File: src/rtl/branch_resolver.sv
module branch_resolver #(
  parameter int DATA_W = 32
) (
  input  logic              clk,
  input  logic              rst,
  input  logic              br_en,
  input  logic [1:0]        br_cond,
  input  logic [DATA_W-1:0] alu_result,
  input  logic              zero_flag,
  input  logic [DATA_W-1:0] pc_plus4,
  input  logic [DATA_W-1:0] imm_ext,
  output logic              br_taken,
  output logic [DATA_W-1:0] br_target,
  output logic [DATA_W-1:0] pc_q
);
  localparam int WORD_SHIFT = 2;

  logic negative;
  logic cond_met;

  assign negative = alu_result[DATA_W-1];

  always_comb begin
    unique case (br_cond)
      2'b00:   cond_met = zero_flag;
      2'b01:   cond_met = ~zero_flag;
      2'b10:   cond_met = negative;
      default: cond_met = ~negative;
    endcase
  end

  assign br_taken  = br_en & cond_met;
  assign br_target = pc_plus4 + (imm_ext << WORD_SHIFT);

  always_ff @(posedge clk) begin
    if (rst) pc_q <= '0;
    else     pc_q <= br_taken ? br_target : pc_plus4;
  end
endmodule


File: config.mk
export PLATFORM = sky130hd
export DESIGN_NAME = branch_resolver
export DESIGN_NICKNAME = d
export VERILOG_FILES = /design/src/rtl/branch_resolver.sv
export SDC_FILE = /design/constraint.sdc
export NUM_CORES = 1
export LEC_CHECK = 0
export BUFFER_PORTS_ARGS = -buffer_cell sky130_fd_sc_hd__buf_4
export CAP_MARGIN = 5
export CORE_MARGIN = 2
export CORE_UTILIZATION = 38
export CTS_CLUSTER_SIZE = 28
export DETAILED_ROUTE_END_ITERATION = 8
export PLACE_DENSITY = 0.73
export SETUP_SLACK_MARGIN = 0.1
export SLEW_MARGIN = 15
export SYNTH_ARGS = -nofsm -noshare
export SYNTH_HDL_FRONTEND = slang
export SYNTH_SLANG_ARGS = --single-unit
File: constraint.sdc
create_clock -name clk -period 4.35 [get_ports clk]
set_clock_uncertainty 0.2 [all_clocks]
set_input_delay 0.435 -clock clk [delete_from_list [all_inputs] [get_ports clk]]
set_output_delay 0.435 -clock clk [all_outputs]
set_load 0.05 [all_outputs]
==> results by group <==
Yosys
  • Syn. warnings: 0
  • Primary FF master, synth: dfxtp_1
  • Async set-or-reset flop fraction in the synthesized netlist: 0
  • Syn Std Cell Area: about 0.0032 mm²
  • Most common cell in the netlist: nand2_1
  • Yosys top cell area share: 0.2007
  • Synth Area per Inst: 7.710 µm²
  • Yosys cell types: 65
  • Syn_nets: between 500 and 600
  • Yosys top cell by area: dfxtp_1
  • Sequential-to-total area share from yosys stat: 0.2007
  • Post-synth EDFFs: 0
  • #FFs+latches synth: 32
  • Top cells by count, synth: nand2_1, a21oi_1, dfxtp_1
  • Area contributors post-synth: dfxtp_1, ha_1, a21oi_1
  • Cells after synthesis: about 410

Placed design
  • Post-detail-place hpwl: 7848 µm
  • PortBufs: around 130
  • Post-Place Worst Slack: a little under 0.7 ns
  • GPL Wtd Cong: a little under 0.9

Floorplan
  • CORE AREA: 0.008175 mm²
  • Initial Util: 0.3904
  • Die Span Y: between 90 and 100 µm
  • Rows: 33
  • Die Wd: roughly 96 µm
  • Die area: approximately 0.0091 mm²
  • Ports: about 170

Power and ir drop
  • Peak VDD IR: just over 200 µV
  • Static Leak: ~2 nW
  • Power Dens Cells: approximately 360 mW/mm²

Detailed routing
  • Initial drt markers: 147
  • Final wirelength: between 10000 and 15000 µm
  • DRC viols: 0
  • Routed Antenna Nets: 0
  • DR vias/cell: between 5 and 6
  • DR WL/cell: ~16 µm
  • Drt pass-1 iters: 4
  • Vias: 3576

STA
  • Final setup vio count: 0
  • Setup WS post-layout: between 0.6 and 0.7 ns
  • Worst slew pin tran: ~0.63 ns
  • Final Hold Viols: 0
  • Max Clk Rate: approximately 270 MHz
  • RSZ-0062 raised after global routing: no
  • Pins over their slew limit: 0
  • Total Neg Setup Slack: 0 ns
  • Fin Hold WS: 0.1691 ns
  • Rel. slew slack: 0.5762
  • Crit path time final: 3.727 ns
  • Final Cycle Share: 0.8568

Setup path
  • Crit. End Element: output port
  • Slowest cell on the critical path: a211oi_1
  • CP Max Fanout: 6
  • Crit path DAT: between 3 and 4 ns
  • WP depth: 10
  • Setup CP Type: primary input to output port
  • CP delay by family, top: compound AO/OA/AOI/OAI gates
  • CP Buf/Inv Count: 2
  • Worst path cell trace: buf_4 -> ha_1 -> a21oi_1 -> o21ai_0 -> a31oi_1 -> a211oi_1 -> o211ai_1 -> o21ai_0 -> xor2_1 -> buf_4
  • Req. time, crit path: roughly 3.7 ns
  • CP peak stage delay: 0.46 ns
  • Startpoint Class: primary input

GRT
  • Vias in the first global route: 3341
  • Met3 usage: 0.03083
  • Global route hottest layer: met2
  • GRT Resource Usage Total: 0.2184
  • Met2 usage: 0.3980
  • First-pass GRT wire length: around 16000 µm
  • Initial antenna violation count: 0
  • Grt met1 use: 0.2596
  • Gr ovfl total: 0
  • Largest net degree at the start of global routing: 45

Outcome
  • Status: completed

Finish
  • Share of layout cells above drive strength 1: 0.2970
  • Seq. cell area: 640.6 µm²
  • Largest regs: pc_q (32)
  • FILL cells: just over 800
  • Multi-input logic area: between 0.002 and 0.0025 mm²
  • Most flop-heavy register: pc_q
  • Area Growth Syn to Fin: 33.24%
  • Max reg flops: 32
  • Antenna diodes: 0
  • Final nets: roughly 660

Clock tree
  • CTS Buf Count: 5
  • Post-CTS sizing: 0
  • Clock Sinks: 32
  • Root buffer cell: clkbuf_8
  • CTS H-tree lvls: 2
  • CTS Hold Bufs: 0
  • Clock transition at path regs: 0.07 ns
  • Clk buf depth: 2
  • Post-CTS Setup Repair Bufs: 0
  • CTS tree: yes

Flow run
  • Max Cap Viol: 0

Hold path
  • Worst hold stages: 2
  • Hold WC Path Type: primary input to register
==> cell type report <==
cell class | instances | share of cell area
multi-input cells | 342 | 0.5416
repair buffers | 135 | 0.2383
flip-flops and latches | 32 | 0.1506
well taps | 105 | 0.03089
clock buffers | 6 | 0.01706
inverters | 15 | 0.01324
clock inverters | 2 | 0.008238
==> kinds of logic (layout without fill, tap and decap cells) <==
| group | Yosys count | count (layout) | synth area share |
|---|---|---|---|
| AND/OR/NAND/NOR | 146 | 146 | 0.2293 |
| XOR/XNOR | 22 | 22 | 0.06037 |
| adder cells (fa/ha/maj) | 30 | 30 | 0.1200 |
| flip-flops | 32 | 32 | 0.2007 |
| AO/OA/AOI/OAI | 142 | 142 | 0.3058 |
| multiplexers | 2 | 2 | 0.006272 |
| buffers and inverters | 40 | 158 | 0.07761 |
==> power breakdown <==
group	internal, W	switching [W]	total [W]	leakage (nW)
combinational	0.000290	0.000593	0.000883	1.68
sequential	0.000321	0.00000738	0.000328	0.266
clock	0.000170	0.000129	0.000300	0.0552
==> path summary, 6_finish.rpt <==
path	start	to	slack, ns
max	pc_plus4[8]	br_target[29]	0.62
min	pc_plus4[0]	pc_q[0]	0.17
==> layout by cell type, fill, tap and decap left out, drive strengths merged, types with 3 or more instances in the layout <==
| cell type | count |
|---|---|
| o211ai | 8 |
| buf | 135 |
| ha | 29 |
| xor2 | 9 |
| and2 | 6 |
| o31ai | 3 |
| inv | 14 |
| a21oi | 43 |
| nand2 | 46 |
| o21a | 15 |
| or3 | 4 |
| nor2b | 6 |
| xnor2 | 13 |
| a31oi | 7 |
| clkbuf | 6 |
| a21o | 11 |
| a31o | 4 |
| nor2 | 26 |
| nor3 | 14 |
| nand3 | 14 |
| nand4 | 11 |
| o21ai | 20 |
| o311ai | 3 |
| dfxtp | 32 |
| o21bai | 4 |
| a211oi | 4 |
| and3 | 10 |
==> metal layers <==
layer  vias to the layer above  wire, µm
met5                         -         0
met2                       127      5156
met1                      1668      4408
met3                        19       570
li1                       1762         -
met4                         0       231
==> through the flow <==
step	area, µm²	util	total power, W	std cells
after global placement	4145	0.5070	0.001203	629
after global routing	4253	0.5202	0.001586	637
after detailed placement	4145	0.5070	0.001214	629
final	4253	0.5202	0.001511	637
after floorplan	3192	-	0.0009698	414
after CTS	4253	0.5202	0.001520	637
Power figures use the tool's default switching activity.
